`config.mk`:
```
export PLATFORM = sky130hd
export DESIGN_NAME = tdl_conv
export DESIGN_NICKNAME = d
export VERILOG_FILES = /design/src/rtl/tdl_conv.sv
export SDC_FILE = /design/constraint.sdc
export NUM_CORES = 1
export LEC_CHECK = 0
export ABC_AREA = 1
export BUFFER_PORTS_ARGS = -buffer_cell sky130_fd_sc_hd__clkbuf_2
export CAP_MARGIN = 25
export CORE_AREA = 2 2 168 170
export DETAILED_ROUTE_END_ITERATION = 12
export DIE_AREA = 0 0 170 172
export PLACE_DENSITY_LB_ADDON = 0.08
export SLEW_MARGIN = 20
export SYNTH_ARGS = -nofsm -noshare
export SYNTH_HDL_FRONTEND = slang
export SYNTH_SLANG_ARGS = --single-unit
```
`constraint.sdc`:
```
create_clock -name clk -period 4.35 [get_ports clk]
set_input_delay 0.435 -clock clk [delete_from_list [all_inputs] [get_ports clk]]
set_output_delay 0.435 -clock clk [all_outputs]
set_load 0.02 [all_outputs]
```
`src/rtl/tdl_conv.sv`:
```
module tdl_conv #(
  parameter int DW = 10,
  parameter int CW = 8,
  parameter int M  = 7,
  parameter logic [M*CW-1:0] COEFS = 56'hFE017F8007FB03,
  localparam int OW = DW + CW + $clog2(M)
) (
  input  logic                 clk,
  input  logic                 clr,
  input  logic                 in_vld,
  input  logic [DW-1:0]        in_data,
  output logic                 out_vld,
  output logic signed [OW-1:0] out_data
);

  function automatic int tree_levels(input int n);
    int c;
    int l;
    c = n;
    l = 0;
    while (c > 1) begin
      c = (c + 2) / 3;
      l++;
    end
    return l;
  endfunction

  function automatic int width_at(input int n, input int lvl);
    int c;
    c = n;
    for (int i = 0; i < lvl; i++) c = (c + 2) / 3;
    return c;
  endfunction

  function automatic logic signed [OW-1:0] mulx(input logic signed [DW-1:0] x,
                                                input logic signed [CW-1:0] c);
    logic signed [OW-1:0] xe;
    logic signed [OW-1:0] ce;
    xe = OW'(x);
    ce = OW'(c);
    return xe * ce;
  endfunction

  localparam int LV  = tree_levels(M);
  localparam int LAT = LV + 2;

  logic [M-1:0][DW-1:0]   taps;
  logic signed [CW-1:0]   cf [M];
  logic [LV+1:0]          vp;

  always_ff @(posedge clk) begin
    if (clr) begin
      taps <= '0;
    end else if (in_vld) begin
      taps[0] <= in_data;
      for (int i = 1; i < M; i++) taps[i] <= taps[i-1];
    end
  end

  for (genvar k = 0; k < M; k++) begin : g_cf
    assign cf[k] = COEFS[k*CW +: CW];
  end

  for (genvar l = 0; l <= LV; l++) begin : g_lv
    localparam int N = width_at(M, l);
    logic signed [OW-1:0] s [N];

    if (l == 0) begin : g_mul
      always_ff @(posedge clk) begin
        for (int i = 0; i < N; i++)
          s[i] <= clr ? '0 : mulx($signed(taps[i]), cf[i]);
      end
    end else begin : g_add
      localparam int NP = width_at(M, l - 1);
      logic signed [OW-1:0] pad [3*N];
      for (genvar k = 0; k < 3*N; k++) begin : g_pad
        if (k < NP) begin : g_use
          assign pad[k] = g_lv[l-1].s[k];
        end else begin : g_zero
          assign pad[k] = '0;
        end
      end
      always_ff @(posedge clk) begin
        for (int j = 0; j < N; j++)
          s[j] <= clr ? '0 : pad[3*j] + pad[3*j+1] + pad[3*j+2];
      end
    end
  end

  always_ff @(posedge clk) begin
    if (clr) vp <= '0;
    else     vp <= {vp[LV:0], in_vld};
  end

  assign out_vld  = vp[LV+1];
  assign out_data = g_lv[LV].s[0];

endmodule

```
==> impl_metrics.py, run 1 <==
metrics = {
    "run_status": {
        "status": "finished, final reports clean",
    },
    "detailed_routing": {
        "routed_wirelength_um": 36500,
        "via_count": 12900,
        "firstDrtPassIters": 5,
        "drt-initial-drc-count": 650,
        "final_antenna_net_count": 0,
        "drcViolationCount": 0,
        "detail_route.wl_per_cell_um": 14.8,
        "avgViaCountPerCell": 5.23,
    },
    "grt": {
        "grtUsageTotal": 0.263,
        "grt-ovfl-total": 0,
        "grt_start_max_net_pins": 89,
        "antenna_found_initial": 0,
        "grt_pass1_vias": 12700,
        "grt_pass1_wl_um": 61900,
    },
    "setup_path": {
        "r2r_cells": 15,
        "timing.rr.end": "g_lv[0].s[4][19]$_SDFF_PP0_",
        "crit_arrival_ns": 4.43,
        "cp-end-kind": "register",
        "path_max_fanout": 7,
        "crit_start": "taps[47]$_SDFFE_PP0P_",
        "crit_required_ns": 4.78,
        "crit_type": "reg -> reg",
        "r2r-start": "taps[47]$_SDFFE_PP0P_",
        "cp-start-kind": "register",
        "r2r_setup_slack_ns": 0.35,
    },
    "power": {
        "peakVddDrop_mv": 0.318,
        "p_leak_uw": 0.00915,
        "powerDensity_nw_per_um2": 539,
    },
    "timing": {
        "tightestPinTransition_ns": 0.844,
        "fmax_mhz": 250,
        "rsz0062_at_grt": "no",
        "final-setup-viol-count": 0,
        "layout_min_cycle_time_ns": 4.00,
        "fin_crit_sh": 0.919,
        "fin_worst_skew_ns": 0.0308,
        "final_hold_viol_count": 0,
        "drv_slew": 0,
        "finalSetupTns_ns": 0,
        "setup_ws_ns": 0.351,
        "holdWs_ns": 0.100,
        "relSlewSlack": 0.437,
    },
    "yosys": {
        "synth_cell_types": 44,
        "ys_async_sr_fraction": 0,
        "syn_nets": 2367,
        "synthCells": 2071,
        "synth_seq_area_share": 0.319,
        "ys.warnings.count": 0,
        "synth-seq-cells": 260,
        "synth-main-ff-cell": "dfxtp_1",
        "syn_area_um2": 16300,
        "avgSynthCellArea_um2": 7.89,
        "synth_enable_flop_cells": 0,
    },
    "floorplan": {
        "die_y_um": 172,
        "fp.dieW_um": 170,
        "start_util": 0.594,
        "die-area_um2": 29200,
        "coreArea_um2": 27500,
        "io_pins": 35,
        "num_rows": 61,
    },
    "layout": {
        "area_delta_synth_final_pct": 8.85,
        "fin_area_um2": 17800,
        "drive_gt1_frac": 0.0612,
        "fin_nets": 2398,
        "antenna_cells": 0,
    },
    "clock_network": {
        "cts.path.max_buffers": 3,
        "cts_root_buf": "clkbuf_16",
        "clkTransAtPathRegs_ns": 0.06,
        "htreeDepth": 1,
        "hold_buffers": 0,
        "cts_tree": "done",
        "clock-sinks": 260,
        "cts_buffers": 28,
        "insertion_delay_ns": 0.56,
    },
    "place": {
        "dp_slack_ns": 0.216,
        "dp_hpwl_um": 28600,
        "dpl_cell_area_um2": 16800,
        "io_buffers": 34,
        "gp_congestion": 0.907,
    },
    "worst_hold_path": {
        "hp-start": "in_data[3]",
        "hold_path_depth": 3,
        "hp-class": "in -> reg",
        "hold_end": "taps[3]$_SDFFE_PP0P_",
    },
    "run": {
        "cap_violations": 0,
    },
}
synth_stat cells (4+ instances only):
library cell | n | area (um^2)
o21bai_1 | 10 | 75.1
fa_1 | 105 | 2100
o21a_1 | 8 | 60.1
a21boi_0 | 4 | 30.0
o21ai_2 | 5 | 43.8
dfxtp_1 | 260 | 5200
nand3_2 | 7 | 70.1
buf_2 | 15 | 75.1
inv_1 | 373 | 1400
nand2_1 | 314 | 1180
nor2_1 | 261 | 980
nand2_2 | 6 | 37.5
ha_1 | 178 | 2230
a21oi_1 | 214 | 1070
xor2_1 | 21 | 184
nand4_1 | 9 | 56.3
o21ai_0 | 129 | 646
nor3_1 | 9 | 45.0
xnor2_1 | 9 | 78.8
nor2_2 | 6 | 37.5
a21o_1 | 5 | 37.5
clkbuf_1 | 21 | 78.8
nand3_1 | 66 | 330
sequential cells by signal, indices dropped and copies added (netlist names):
register	count
g_lv.s	186
taps	70
vp	4
worst max-delay path by stage:
stage | to | slack [ns]
2_1_floorplan | g_lv[0].s[4][16]$_SDFF_PP0_ | 0.37
3_3_place_gp | g_lv[0].s[4][19]$_SDFF_PP0_ | 0.27
3_5_place_dp | g_lv[0].s[4][19]$_SDFF_PP0_ | 0.22
4_1_cts | g_lv[0].s[4][19]$_SDFF_PP0_ | 0.21
5_1_grt | g_lv[0].s[4][16]$_SDFF_PP0_ | 0.03
6_report | g_lv[0].s[4][19]$_SDFF_PP0_ | 0.35
worst max-delay path: stages (launching register included):
cell	delay, ns
dfxtp_1	0.34
inv_1	0.29
fa_1	0.49
fa_1	0.49
inv_1	0.05
fa_1	0.52
inv_1	0.05
fa_1	0.53
inv_1	0.04
ha_1	0.36
a21oi_2	0.23
o21bai_1	0.11
a21oi_1	0.18
nand3_1	0.10
nand2_1	0.07
nor2_1	0.04
routing by layer:
layer / up-vias / track usage / wire, um
li1: 6604 / - / -
met1: 6021 / 0.358 / 17600
met2: 244 / 0.460 / 17000
met3: 52 / 0.0259 / 1260
met4: 0 / 0.0524 / 606
met5: - / 0 / 0
layout make-up:
type / instances / area [um^2]
multi-input cells: 1395 / 9540
well taps: 346 / 433
flip-flops and latches: 260 / 5210
clock buffers: 36 / 781
repair buffers: 42 / 243
inverters: 375 / 1410
clock inverters: 16 / 163
fillers: 2465 / 9700
timing repair:
action,4_1_cts,5_1_grt
endpoints found under the setup margin,0,5
setup buffers,0,1
resized for setup,0,3
per-stage QoR:
stage,util,power [uW],std cells
after floorplan,-,6170,2071
after global placement,0.612,7140,2417
after detailed placement,0.612,7190,2417
after CTS,0.646,9620,2469
after global routing,0.647,10400,2470
final,0.647,9580,2470
kinds of logic (layout without fill, tap and decap cells):
group | Yosys count | in the layout | synth area share
AND/OR/NAND/NOR | 694 | 694 | 0.175
buffers and inverters | 416 | 469 | 0.0975
AO/OA/AOI/OAI | 385 | 385 | 0.125
adder cells (fa/ha/maj) | 283 | 283 | 0.265
flip-flops | 260 | 260 | 0.319
XOR/XNOR | 31 | 31 | 0.0171
multiplexers | 2 | 2 | 0.00123
power breakdown:
group | leakage, uW | internal, uW | total, uW | switching, uW
Combinational | 0.00654 | 1450 | 4130 | 2680
Sequential | 0.00216 | 2810 | 3060 | 249
Clock | 0.000457 | 1400 | 2390 | 998
cell usage in the layout, fill, tap and decap left out, drive strengths merged, types with 22 or more instances in the layout:
cell type,netlist,layout
xor2,22,22
fa,105,105
dfxtp,260,260
nand2,320,320
ha,178,178
a21oi,214,214
clkbuf,21,69
nor2,269,269
nand3,73,73
o21ai,135,135
inv,375,375
Note: power is estimated with default switching activity, not from simulation.
==> inputs of run 2 (changes only) <==
--- a/config.mk
+++ b/config.mk
@@ -5,12 +5,11 @@
 export SDC_FILE = /design/constraint.sdc
 export NUM_CORES = 1
 export LEC_CHECK = 0
-export ABC_AREA = 1
 export BUFFER_PORTS_ARGS = -buffer_cell sky130_fd_sc_hd__clkbuf_2
 export CAP_MARGIN = 25
-export CORE_AREA = 2 2 168 170
+export CORE_AREA = 2 2 167 169
 export DETAILED_ROUTE_END_ITERATION = 12
-export DIE_AREA = 0 0 170 172
+export DIE_AREA = 0 0 169 171
 export PLACE_DENSITY_LB_ADDON = 0.08
 export SLEW_MARGIN = 20
 export SYNTH_ARGS = -nofsm -noshare
==> run 2 against run 1 <==
Compared with the run above:
- critical path type unchanged
- first-iteration DRC count is 48% lower
- sequential share of layout area hardly changed
- count of clock-buffer cells in the layout is 3 lower
- critical endpoint unchanged
- global-route usage is 4.9 points lower
- via count is 16% lower
- design area hardly changed
- largest cell class unchanged
- clock power is 5% higher
==> impl_metrics.py, run 2 <==
metrics = {
    "clock_network": {
        "cts_buffers": 27,
        "clock-sinks": 260,
        "cts_tree": "done",
        "htreeDepth": 1,
        "cts_root_buf": "clkbuf_16",
        "insertion_delay_ns": 0.55,
        "clkTransAtPathRegs_ns": 0.06,
        "cts.path.max_buffers": 3,
    },
    "layout": {
        "reg_top3": "g_lv.s (186), taps (70), vp (4)",
        "largest_register": "g_lv.s",
        "fin_util": 0.650,
        "layout_commonest_cell": "dfxtp_1",
        "drive_gt1_frac": 0.0989,
        "largest_register_ffs": 186,
        "area_delta_synth_final_pct": 10.4,
        "fin_nets": 1994,
        "antenna_cells": 0,
        "mostFrequentLayoutCells": "254 x dfxtp_1, 199 x nor2_1, 194 x inv_1",
        "instances_no_fill": 2065,
    },
    "yosys": {
        "synth_area_leaders": "dfxtp_1 32%, ha_1 14%, fa_1 13%",
        "yosys.area.top_type_share": 0.323,
        "synthTopCellsByCount": "260 x dfxtp_1, 199 x nor2_1, 198 x inv_1",
        "syn_area_um2": 16100,
        "synth-main-ff-cell": "dfxtp_1",
        "synth-seq-cells": 260,
        "synth.most_common_cell": "dfxtp_1",
        "ys_async_sr_fraction": 0,
        "synth_seq_area_share": 0.323,
        "syn_nets": 1956,
        "synthCells": 1660,
        "ys.warnings.count": 0,
        "synth_enable_flop_cells": 0,
        "synth_top_area_cell": "dfxtp_1",
        "avgSynthCellArea_um2": 9.69,
        "synth_cell_types": 80,
    },
    "floorplan": {
        "coreArea_um2": 27300,
        "start_util": 0.589,
        "num_rows": 61,
        "io_pins": 35,
        "die-area_um2": 28900,
        "die_y_um": 171,
        "fp.dieW_um": 169,
    },
    "place": {
        "dp_hpwl_um": 23900,
        "io_buffers": 34,
        "gp_congestion": 0.854,
        "dp_slack_ns": 0.0118,
        "placed_cells": 2014,
    },
    "grt": {
        "grt_use_met2": 0.354,
        "grt_start_max_net_pins": 143,
        "grt-ovfl-total": 0,
        "use_met1": 0.301,
        "grt.busiest_layer": "met2",
        "grtUsageTotal": 0.214,
        "grt_pass1_wl_um": 50100,
        "antenna_found_initial": 0,
        "grt_pass1_vias": 10200,
        "met3_usage": 0.0278,
    },
    "detailed_routing": {
        "drt-initial-drc-count": 338,
        "via_count": 10800,
        "drcViolationCount": 0,
        "final_antenna_net_count": 0,
        "avgViaCountPerCell": 5.23,
        "detail_route.wl_per_cell_um": 15.0,
        "firstDrtPassIters": 4,
        "routed_wirelength_um": 30900,
    },
    "power": {
        "powerDensity_nw_per_um2": 335,
        "p_leak_uw": 0.00859,
        "peakVddDrop_mv": 0.495,
        "finalPower_uw": 5960,
    },
    "timing": {
        "drv_slew": 0,
        "final_hold_viol_count": 0,
        "finalSetupTns_ns": 0,
        "final-setup-viol-count": 0,
        "fin_worst_skew_ns": 0.0189,
        "relSlewSlack": 0.333,
        "tightestPinTransition_ns": 1.00,
        "fmax_mhz": 237,
        "fin_crit_sh": 0.969,
        "layout_min_cycle_time_ns": 4.22,
        "setup_ws_ns": 0.135,
    },
    "run_status": {
        "status": "finished, final reports clean",
    },
    "setup_path": {
        "cp-start-kind": "register",
        "r2r_setup_slack_ns": 0.13,
        "cp-end-kind": "register",
        "path_max_fanout": 8,
        "crit_type": "reg -> reg",
        "crit_required_ns": 4.78,
        "crit_arrival_ns": 4.65,
    },
    "run": {
        "cap_violations": 0,
    },
    "worst_hold_path": {
        "hp-class": "in -> reg",
    },
}
[run 2: cell types whose count changed in the layout (fill, tap and decap cells not counted), moves of 38 or more]
cell     previous run  this run
nor2b_1             0        79
nand3_1            66         9
nor2_1            261       199
nor3_1              9        47
nand2_1           314        46
a21oi_1           213        60
o21ai_0           129        40
inv_1             371       194
mux2i_1             2        75
[run 2: cell type report]
cell class / count / area [um^2]
Multi-Input combinational cell: 1152 / 10000
Clock inverter: 17 / 254
Timing Repair Buffer: 59 / 399
Clock buffer: 33 / 728
Tap cell: 346 / 433
Inverter: 198 / 743
Fill cell: 2289 / 9550
Sequential cell: 260 / 5210
[run 2: power breakdown]
group / leakage (uW) / switching (uW) / total (uW) / internal, uW
logic: 0.00600 / 503 / 862 / 360
clock network: 0.000476 / 963 / 2510 / 1550
registers: 0.00211 / 78.9 / 2580 / 2500
[run 2: worst paths after layout]
kind / startpoint / cells after the start / end
min reg2reg: g_lv[0].s[6][11]$_SDFF_PP0_ / 1 / g_lv[1].s[0][53]$_SDFF_PP0_
max reg2reg: taps[42]$_SDFFE_PP0P_ / 15 / g_lv[0].s[4][19]$_SDFF_PP0_
max: taps[42]$_SDFFE_PP0P_ / 15 / g_lv[0].s[4][19]$_SDFF_PP0_
min: in_data[5] / 3 / taps[5]$_SDFFE_PP0P_
[run 2: through the flow]
| stage | area [um^2] | hold slack, ns |
|---|---|---|
| 6_report | 17800 | 0.123 |
| 3_3_place_gp | 16700 | 0.416 |
| 4_1_cts | 17700 | 0.112 |
| 2_1_floorplan | 16100 | 0.414 |
| 5_1_grt | 17800 | 0.117 |
| 3_5_place_dp | 16700 | 0.424 |
[run 2: kinds of logic (layout without fill, tap and decap cells)]
kind of cell	count (synthesis)	count (layout)	share of synthesized area
multiplexers	92	92	0.0586
buffers and inverters	248	307	0.0585
AO/OA/AOI/OAI	245	245	0.107
adder cells (fa/ha/maj)	284	284	0.270
XOR/XNOR	88	88	0.0479
flip-flops	260	260	0.323
AND/OR/NAND/NOR	443	443	0.134
[run 2: worst max-delay path: stages (launching register included)]
cell      delay [ns]
dfxtp_2         0.32
buf_4           0.17
ha_1            0.33
xor2_1          0.24
ha_4            0.24
fa_1            0.52
inv_1           0.05
fa_1            0.52
inv_1           0.04
ha_1            0.22
or3_4           0.39
nand2b_4        0.15
o211a_4         0.25
a221oi_4        0.29
nor4_2          0.06
a211o_1         0.30
[run 2: repair_timing]
action / CTS / global route
hold buffers: 0 / 0
setup endpoints to repair: 0 / 3
setup buffers: 0 / 0
gates resized for setup: 0 / 18
[run 2: metal layers]
layer  vias to the layer above  routed length, um
met1                      5018              15300
met5                         -                  0
met2                       123              13900
met3                        44               1110
met4                         0                568
li1                       5607                  -
